<file path="src/rtl/wdog_pkg.sv">
package wdog_pkg;

    localparam int CNT_W   = 18;
    localparam int GRACE_W = 11;
    localparam int DATA_W  = 32;
    localparam int ADDR_W  = 2;
    localparam int TSEL_W  = 3;
    localparam int DSEL_W  = 2;

    localparam logic [ADDR_W-1:0] ADDR_CTL  = 2'd0;
    localparam logic [ADDR_W-1:0] ADDR_ALT  = 2'd1;
    localparam logic [ADDR_W-1:0] ADDR_KICK = 2'd2;

    localparam int POS_RST_EN  = 1;
    localparam int POS_RST_FLG = 2;
    localparam int POS_TO_FLG  = 3;
    localparam int POS_WK_EN   = 4;
    localparam int POS_WK_FLG  = 5;
    localparam int POS_INT_EN  = 6;
    localparam int POS_EN      = 7;
    localparam int POS_TSEL    = 8;
    localparam int POS_SYNC    = 30;
    localparam int POS_DBG     = 31;

    typedef struct packed {
        logic              dbg_free;
        logic [TSEL_W-1:0] tsel;
        logic              int_en;
        logic              wake_en;
        logic              rst_en;
    } cfg_t;

    typedef enum logic [1:0] {
        ST_IDLE  = 2'd0,
        ST_COUNT = 2'd1,
        ST_GRACE = 2'd2
    } phase_t;

    // Last counter value before the interval elapses: 2^(4+2n) - 1
    function automatic logic [CNT_W-1:0] last_tick(input logic [TSEL_W-1:0] sel);
        logic [CNT_W:0] one;
        logic [4:0]     sh;
        one = (CNT_W+1)'(1);
        sh  = 5'd4 + {1'b0, sel, 1'b0};
        return CNT_W'((one << sh) - one);
    endfunction

    // Last grace value before expiry: grace length minus one
    function automatic logic [GRACE_W-1:0] grace_last(input logic [DSEL_W-1:0] sel);
        logic [GRACE_W-1:0] r;
        unique case (sel)
            2'd0:    r = 11'd1025;
            2'd1:    r = 11'd129;
            2'd2:    r = 11'd17;
            default: r = 11'd2;
        endcase
        return r;
    endfunction

endpackage

</file>
<file path="src/rtl/wdog_regs.sv">
module wdog_regs
    import wdog_pkg::*;
#(
    parameter int               CMD_STAGES = 2,
    parameter logic [DATA_W-1:0] KICK_KEY  = 32'h0000_5AA5
) (
    input  logic              clk,
    input  logic              rst,
    input  logic              wr_en,
    input  logic [ADDR_W-1:0] wr_addr,
    input  logic [DATA_W-1:0] wr_data,
    input  logic [ADDR_W-1:0] rd_addr,
    output logic [DATA_W-1:0] rd_data,
    input  logic              timeout_evt,
    input  logic              expire_evt,
    output cfg_t              cfg,
    output logic [DSEL_W-1:0] dsel,
    output logic              en_apply,
    output logic              en_val,
    output logic              kick_apply,
    output logic              irq,
    output logic              wake_pulse
);

    localparam int LAST = CMD_STAGES - 1;

    logic                  run_req;
    logic                  to_flag;
    logic                  rst_flag;
    logic                  wake_flag;
    logic                  wake_q;
    logic [CMD_STAGES-1:0] en_v;
    logic [CMD_STAGES-1:0] en_d;
    logic [CMD_STAGES-1:0] kk_v;
    logic                  ctl_wr;
    logic                  alt_wr;
    logic                  kick_ok;
    logic                  rst_hit;
    logic                  wake_hit;
    logic                  sync_busy;
    logic                  unused_bits;

    assign unused_bits = ^{wr_data[0], wr_data[29:11]};

    always_comb begin
        ctl_wr    = wr_en && (wr_addr == ADDR_CTL);
        alt_wr    = wr_en && (wr_addr == ADDR_ALT);
        kick_ok   = wr_en && (wr_addr == ADDR_KICK) && (wr_data == KICK_KEY);
        rst_hit   = expire_evt && cfg.rst_en;
        wake_hit  = timeout_evt && cfg.wake_en && cfg.int_en;
        sync_busy = |en_v;
    end

    // Configuration and sticky flags
    always_ff @(posedge clk) begin
        if (rst) begin
            cfg       <= '0;
            run_req   <= 1'b0;
            to_flag   <= 1'b0;
            rst_flag  <= 1'b0;
            wake_flag <= 1'b0;
            wake_q    <= 1'b0;
            dsel      <= '0;
        end else begin
            wake_q <= wake_hit;
            if (ctl_wr) begin
                cfg.rst_en   <= wr_data[POS_RST_EN];
                cfg.wake_en  <= wr_data[POS_WK_EN];
                cfg.int_en   <= wr_data[POS_INT_EN];
                cfg.tsel     <= wr_data[POS_TSEL +: TSEL_W];
                cfg.dbg_free <= wr_data[POS_DBG];
                run_req      <= wr_data[POS_EN];
            end
            if (timeout_evt)
                to_flag <= 1'b1;
            else if (ctl_wr && wr_data[POS_TO_FLG])
                to_flag <= 1'b0;
            if (rst_hit)
                rst_flag <= 1'b1;
            else if (ctl_wr && wr_data[POS_RST_FLG])
                rst_flag <= 1'b0;
            if (wake_hit)
                wake_flag <= 1'b1;
            else if (ctl_wr && wr_data[POS_WK_FLG])
                wake_flag <= 1'b0;
            if (rst_hit)
                dsel <= '0;
            else if (alt_wr)
                dsel <= wr_data[DSEL_W-1:0];
        end
    end

    // Command pipeline: enable changes and kicks land CMD_STAGES clocks late
    always_ff @(posedge clk) begin
        if (rst) begin
            en_v <= '0;
            en_d <= '0;
            kk_v <= '0;
        end else begin
            for (int i = LAST; i > 0; i--) begin
                en_v[i] <= en_v[i-1];
                en_d[i] <= en_d[i-1];
                kk_v[i] <= kk_v[i-1];
            end
            en_v[0] <= ctl_wr;
            en_d[0] <= wr_data[POS_EN];
            kk_v[0] <= kick_ok;
        end
    end

    assign en_apply   = en_v[LAST];
    assign en_val     = en_d[LAST];
    assign kick_apply = kk_v[LAST];
    assign irq        = to_flag && cfg.int_en;
    assign wake_pulse = wake_q;

    always_comb begin
        rd_data = '0;
        unique case (rd_addr)
            ADDR_CTL: begin
                rd_data[POS_RST_EN]              = cfg.rst_en;
                rd_data[POS_RST_FLG]             = rst_flag;
                rd_data[POS_TO_FLG]              = to_flag;
                rd_data[POS_WK_EN]               = cfg.wake_en;
                rd_data[POS_WK_FLG]              = wake_flag;
                rd_data[POS_INT_EN]              = cfg.int_en;
                rd_data[POS_EN]                  = run_req;
                rd_data[POS_TSEL +: TSEL_W]      = cfg.tsel;
                rd_data[POS_SYNC]                = sync_busy;
                rd_data[POS_DBG]                 = cfg.dbg_free;
            end
            ADDR_ALT: rd_data[DSEL_W-1:0] = dsel;
            default:  rd_data = '0;
        endcase
    end


    sync_after_write_chk: assert property (@(posedge clk) disable iff (rst)
        ctl_wr |=> sync_busy);


    flag_set_wins_chk: assert property (@(posedge clk) disable iff (rst)
        timeout_evt |=> to_flag);


    reset_event_chk: assert property (@(posedge clk) disable iff (rst)
        (expire_evt && cfg.rst_en) |=> (rst_flag && dsel == '0));


    wake_gate_chk: assert property (@(posedge clk) disable iff (rst)
        wake_pulse |-> (to_flag && wake_flag && $past(cfg.int_en && cfg.wake_en)));

endmodule

</file>
<file path="src/rtl/wdog_core.sv">
module wdog_core
    import wdog_pkg::*;
(
    input  logic              clk,
    input  logic              rst,
    input  logic              en_apply,
    input  logic              en_val,
    input  logic              kick_apply,
    input  logic              dbg_free,
    input  logic              dbg_halt,
    input  logic              rst_en,
    input  logic [TSEL_W-1:0] tsel,
    input  logic [DSEL_W-1:0] dsel,
    output logic              timeout_evt,
    output logic              expire_evt,
    output logic              sys_rst_req
);

    phase_t             phase;
    logic [CNT_W-1:0]   cnt;
    logic [GRACE_W-1:0] grace;
    logic               tick;
    logic               stop_cmd;
    logic               start_cmd;
    logic               kick_cmd;
    logic               cmd_take;

    always_comb begin
        tick        = dbg_free || !dbg_halt;
        stop_cmd    = en_apply && !en_val;
        start_cmd   = en_apply && en_val && (phase == ST_IDLE);
        kick_cmd    = kick_apply && (phase != ST_IDLE);
        cmd_take    = stop_cmd || start_cmd || kick_cmd;
        timeout_evt = !cmd_take && tick && (phase == ST_COUNT) && (cnt == last_tick(tsel));
        expire_evt  = !cmd_take && tick && (phase == ST_GRACE) && (grace == grace_last(dsel));
    end

    always_ff @(posedge clk) begin
        if (rst) begin
            phase       <= ST_IDLE;
            cnt         <= '0;
            grace       <= '0;
            sys_rst_req <= 1'b0;
        end else begin
            sys_rst_req <= expire_evt && rst_en;
            if (stop_cmd) begin
                phase <= ST_IDLE;
                cnt   <= '0;
                grace <= '0;
            end else if (start_cmd || kick_cmd) begin
                phase <= ST_COUNT;
                cnt   <= '0;
                grace <= '0;
            end else if (tick) begin
                unique case (phase)
                    ST_COUNT: begin
                        if (timeout_evt) begin
                            phase <= ST_GRACE;
                            cnt   <= '0;
                            grace <= '0;
                        end else begin
                            cnt <= cnt + CNT_W'(1);
                        end
                    end
                    ST_GRACE: begin
                        if (expire_evt) begin
                            phase <= ST_COUNT;
                            grace <= '0;
                        end else begin
                            grace <= grace + GRACE_W'(1);
                        end
                    end
                    default: begin
                        cnt   <= '0;
                        grace <= '0;
                    end
                endcase
            end
        end
    end


    req_one_cycle_chk: assert property (@(posedge clk) disable iff (rst)
        sys_rst_req |=> !sys_rst_req);


    req_needs_enable_chk: assert property (@(posedge clk) disable iff (rst)
        sys_rst_req |-> $past(rst_en));


    halt_freeze_chk: assert property (@(posedge clk) disable iff (rst)
        (!dbg_free && dbg_halt && !en_apply && !kick_apply) |=> ($stable(cnt) && $stable(grace)));


    idle_clear_chk: assert property (@(posedge clk) disable iff (rst)
        (phase == ST_IDLE) |-> (cnt == '0 && grace == '0 && !timeout_evt));

endmodule

</file>
<file path="src/rtl/wdog_timer.sv">
module wdog_timer
    import wdog_pkg::*;
#(
    parameter int                CMD_STAGES = 2,
    parameter logic [DATA_W-1:0] KICK_KEY   = 32'h0000_5AA5
) (
    input  logic              clk,
    input  logic              rst,
    input  logic              wr_en,
    input  logic [ADDR_W-1:0] wr_addr,
    input  logic [DATA_W-1:0] wr_data,
    input  logic [ADDR_W-1:0] rd_addr,
    output logic [DATA_W-1:0] rd_data,
    input  logic              dbg_halt,
    output logic              irq,
    output logic              wake_pulse,
    output logic              sys_rst_req
);

    cfg_t              cfg;
    logic [DSEL_W-1:0] dsel;
    logic              en_apply;
    logic              en_val;
    logic              kick_apply;
    logic              timeout_evt;
    logic              expire_evt;

    wdog_regs #(
        .CMD_STAGES (CMD_STAGES),
        .KICK_KEY   (KICK_KEY)
    ) u_regs (
        .clk         (clk),
        .rst         (rst),
        .wr_en       (wr_en),
        .wr_addr     (wr_addr),
        .wr_data     (wr_data),
        .rd_addr     (rd_addr),
        .rd_data     (rd_data),
        .timeout_evt (timeout_evt),
        .expire_evt  (expire_evt),
        .cfg         (cfg),
        .dsel        (dsel),
        .en_apply    (en_apply),
        .en_val      (en_val),
        .kick_apply  (kick_apply),
        .irq         (irq),
        .wake_pulse  (wake_pulse)
    );

    wdog_core u_core (
        .clk         (clk),
        .rst         (rst),
        .en_apply    (en_apply),
        .en_val      (en_val),
        .kick_apply  (kick_apply),
        .dbg_free    (cfg.dbg_free),
        .dbg_halt    (dbg_halt),
        .rst_en      (cfg.rst_en),
        .tsel        (cfg.tsel),
        .dsel        (dsel),
        .timeout_evt (timeout_evt),
        .expire_evt  (expire_evt),
        .sys_rst_req (sys_rst_req)
    );


    irq_gate_chk: assert property (@(posedge clk) disable iff (rst)
        irq |-> cfg.int_en);

endmodule

</file>
<file path="config.mk">
export PLATFORM = sky130hd
export DESIGN_NAME = wdog_timer
export DESIGN_NICKNAME = d
export VERILOG_FILES = /design/src/rtl/wdog_pkg.sv /design/src/rtl/wdog_regs.sv /design/src/rtl/wdog_core.sv /design/src/rtl/wdog_timer.sv
export SDC_FILE = /design/constraint.sdc
export NUM_CORES = 1
export LEC_CHECK = 0
export CAP_MARGIN = 20
export CORE_MARGIN = 2
export CORE_UTILIZATION = 30
export CTS_BUF_LIST = sky130_fd_sc_hd__clkbuf_16
export DETAILED_ROUTE_END_ITERATION = 16
export SLEW_MARGIN = 15
export SYNTH_ARGS = -nofsm -noshare
export SYNTH_HDL_FRONTEND = slang
export SYNTH_SLANG_ARGS = --single-unit
</file>
<file path="constraint.sdc">
create_clock -name clk -period 5.2 [get_ports clk]
set_clock_uncertainty 0.15 [all_clocks]
set_input_delay 0.52 -clock clk [delete_from_list [all_inputs] [get_ports clk]]
set_output_delay 0.52 -clock clk [all_outputs]
set_load 0.1 [all_outputs]
</file>
==> flow_metrics.py <==
metrics = {
    "logic_synthesis": {
        "async_reset_ff_share_pct": 0,
        "synthFlopType": "dfxtp_1",
        "synth-edff-count": 0,
        "yosysWarningCount": 0,
        "yosysSeqAreaShare_pct": 32.86,
        "ys_types": 61,
        "syn_area_sq_um": 3168,
        "ys_seq_elements": 52,
        "avgSynthCellArea_sq_um": 8.082,
        "syn_inst": 392,
    },
    "clock_tree": {
        "cts.hold.buffers_added": 0,
        "post_cts_resized": 0,
        "cts_num_sinks": 52,
        "clock_latency_ns": 0.29,
        "cts.clk_slew.worst_paths_ns": 0.07,
        "cts_max_level": 2,
        "cts_tree": "yes",
        "cts_root_buf": "clkbuf_16",
        "cts_setup_buffers": 0,
        "cts-buffers-inserted": 5,
        "cts.path.max_buffers": 2,
    },
    "power": {
        "peakVddDrop_mv": 0.1398,
        "power_leakage_nw": 1.328,
        "power_density_nw_per_um2": 227.9,
        "power_uw": 890.9,
    },
    "hold_path": {
        "hold-path-endpoint": "u_regs.kk_v[1]",
        "min_from": "u_regs.kk_v[0]",
        "holdPathStages": 1,
        "hp-class": "reg2reg",
    },
    "floorplanning": {
        "dieArea_sq_um": 11400,
        "die_w_microns": 106.8,
        "initial_utilization_pct": 30.83,
        "num_rows": 37,
        "core-area_sq_um": 10280,
        "ios": 75,
        "die_h_microns": 106.8,
    },
    "detailed_routing": {
        "via_count": 2919,
        "drtPass1Iterations": 4,
        "vias_per_cell": 5.059,
        "wire_per_inst_microns": 13.83,
        "drt_iter0_drc": 151,
        "wl_mm": 7.982,
        "ant_nets": 0,
        "drc": 0,
    },
    "sta": {
        "setup_viol": 0,
        "worstMarginPinSlew_ns": 1.004,
        "finalHoldViolations": 0,
        "fin_crit_ns": 3.489,
        "setup_slack_ns": 1.711,
        "rsz0062_at_grt": "no",
        "max_clock_freq_ghz": 0.2866,
        "fin_crit_sh_pct": 67.10,
        "slew_viol_final": 0,
        "tns_ns": 0,
        "slew_headroom_pct": 32.87,
    },
    "worst_setup_path": {
        "endpoint_kind": "output pin",
        "critPathMaxFanout": 11,
        "start_kind": "primary input",
        "r2r-end": "u_core.grace[0]",
        "reg2reg_slack_ns": 2.05,
        "r2r_cells": 7,
        "critPathKind": "in2out",
        "crit_path_start": "rd_addr[0]",
        "reg2reg_from": "u_regs.cfg[4]",
        "worstPathRequired_ns": 4.53,
        "cp.arrival_ns": 2.82,
    },
    "flow_run": {
        "max-cap-violations": 0,
    },
    "global_route": {
        "antenna_found_initial": 0,
        "grt_max_degree": 28,
        "overflow": 0,
        "grt_pass1_vias": 2902,
        "track_usage_pct": 14.58,
        "grt_pass1_wl_mm": 13.52,
    },
    "layout": {
        "antennaDiodeCount": 0,
        "nets": 484,
        "drive_gt1_share_pct": 4.762,
        "area_growth_pct": 23.38,
        "final.fill_count": 1081,
        "fin_util_pct": 38.03,
        "layout_commonest_cell": "clkdlybuf4s50_1",
        "final_cell_mix": "clkdlybuf4s50_1 (55), dfxtp_1 (52), nand2_1 (48)",
    },
    "placement": {
        "port_buffers": 55,
        "dp_hpwl_mm": 6.109,
        "dp_slack_ns": 1.699,
        "place_congestion": 0.7916,
    },
    "status": {
        "status": "finished, final reports clean",
    },
}
-- power breakdown --
part	internal [mW]	switching [mW]	leakage, nW
clock network	0.180	0.151	0.0742
registers	0.403	0.00574	0.420
logic	0.0438	0.107	0.834
-- worst max-delay path by stage --
stage | end | slack [ns]
after global routing | rd_data[2] | 1.56
after detailed placement | rd_data[10] | 1.70
after floorplan | rd_data[1] | 2.65
final | rd_data[7] | 1.71
after global placement | rd_data[8] | 1.75
after CTS | rd_data[10] | 1.68
-- layer usage --
layer  wire length [microns]  vias up  global-route usage, %  share of wire, %
met1                    3708     1341                  18.25                46
met2                    3762       93                  25.16                47
li1                        -     1479                      -                 -
met3                     433        6                  3.222               5.4
met4                      77        0                  4.082              0.96
met5                       0        -                      0                 0
-- cell families after synthesis --
group | synth area share, %
and+or+nand+nor | 33.18
AOI/OAI and AO/OA | 17.81
DFF | 32.86
buffers and inverters | 7.741
xor gates and xnor gates | 4.424
muxes | 2.291
adders and majority gates | 1.580
other | 0.1184
-- area by class of cell --
class	instances	area [sq um]	area share, %
Sequential cell	52	1041	26.63
Clock inverter	3	22.52	0.5762
Timing Repair Buffer	55	550.5	14.08
Multi-Input combinational cell	314	1954	50.00
Inverter	12	45.04	1.152
Tap cell	136	170.2	4.353
Clock buffer	5	125.1	3.201
-- worst max-delay path, cell delays in order --
cell and delay (ns):
clkdlybuf4s50_1 0.46, nor2_1 0.48, and2_1 0.22, clkdlybuf4s50_1 1.13
-- state kept, by name, summed over array words and instances (netlist names), 2 cells and up --
name and count:
u_core.cnt 18, u_core.grace 11, u_regs.cfg 7, u_core.phase 2, u_regs.dsel 2, u_regs.en_d 2
u_regs.en_v 2, u_regs.kk_v 2
-- cell usage after synthesis (2+ instances only) --
| cell type | count | area share, % |
|---|---|---|
| xnor2_1 | 2 | 0.55 |
| and4_1 | 3 | 0.83 |
| nor4bb_1 | 2 | 0.63 |
| buf_4 | 21 | 5.0 |
| nor4b_1 | 4 | 1.1 |
| a21o_1 | 3 | 0.71 |
| nor4_2 | 2 | 0.79 |
| o311ai_0 | 3 | 0.83 |
| xor2_1 | 14 | 3.9 |
| nand2_1 | 48 | 5.7 |
| nor2b_1 | 9 | 1.8 |
| o21a_1 | 2 | 0.47 |
| a41oi_1 | 2 | 0.55 |
| buf_1 | 2 | 0.24 |
| nor3_1 | 7 | 1.1 |
| and3b_1 | 2 | 0.55 |
| nand3_1 | 13 | 2.1 |
| dfxtp_1 | 52 | 33 |
| and2_1 | 18 | 3.6 |
| ha_1 | 4 | 1.6 |
| nor4_1 | 6 | 1.2 |
| o22ai_1 | 2 | 0.39 |
| o21ai_0 | 7 | 1.1 |
| nand3b_1 | 3 | 0.71 |
| a21oi_1 | 18 | 2.8 |
| mux2i_1 | 5 | 1.6 |
| nand2b_1 | 6 | 1.2 |
| nand4_1 | 12 | 2.4 |
| clkbuf_1 | 8 | 0.95 |
| nor2_1 | 39 | 4.6 |
| mux2_2 | 2 | 0.71 |
| a211oi_1 | 9 | 2.1 |
| o211ai_1 | 13 | 3.1 |
| o2111ai_1 | 2 | 0.55 |
| a2111oi_0 | 2 | 0.55 |
| and3_1 | 6 | 1.2 |
| inv_1 | 12 | 1.4 |
| o221ai_1 | 4 | 1.1 |
-- stage by stage --
stage | hold slack (ns) | std cells | instance area, sq um
4_1_cts | 0.2904 | 577 | 3904
3_3_place_gp | 0.2687 | 569 | 3756
2_1_floorplan | 0.2638 | 410 | 3236
5_1_grt | 0.3143 | 577 | 3909
6_report | 0.2874 | 577 | 3909
3_5_place_dp | 0.2734 | 569 | 3756
Power figures use the tool's default switching activity.
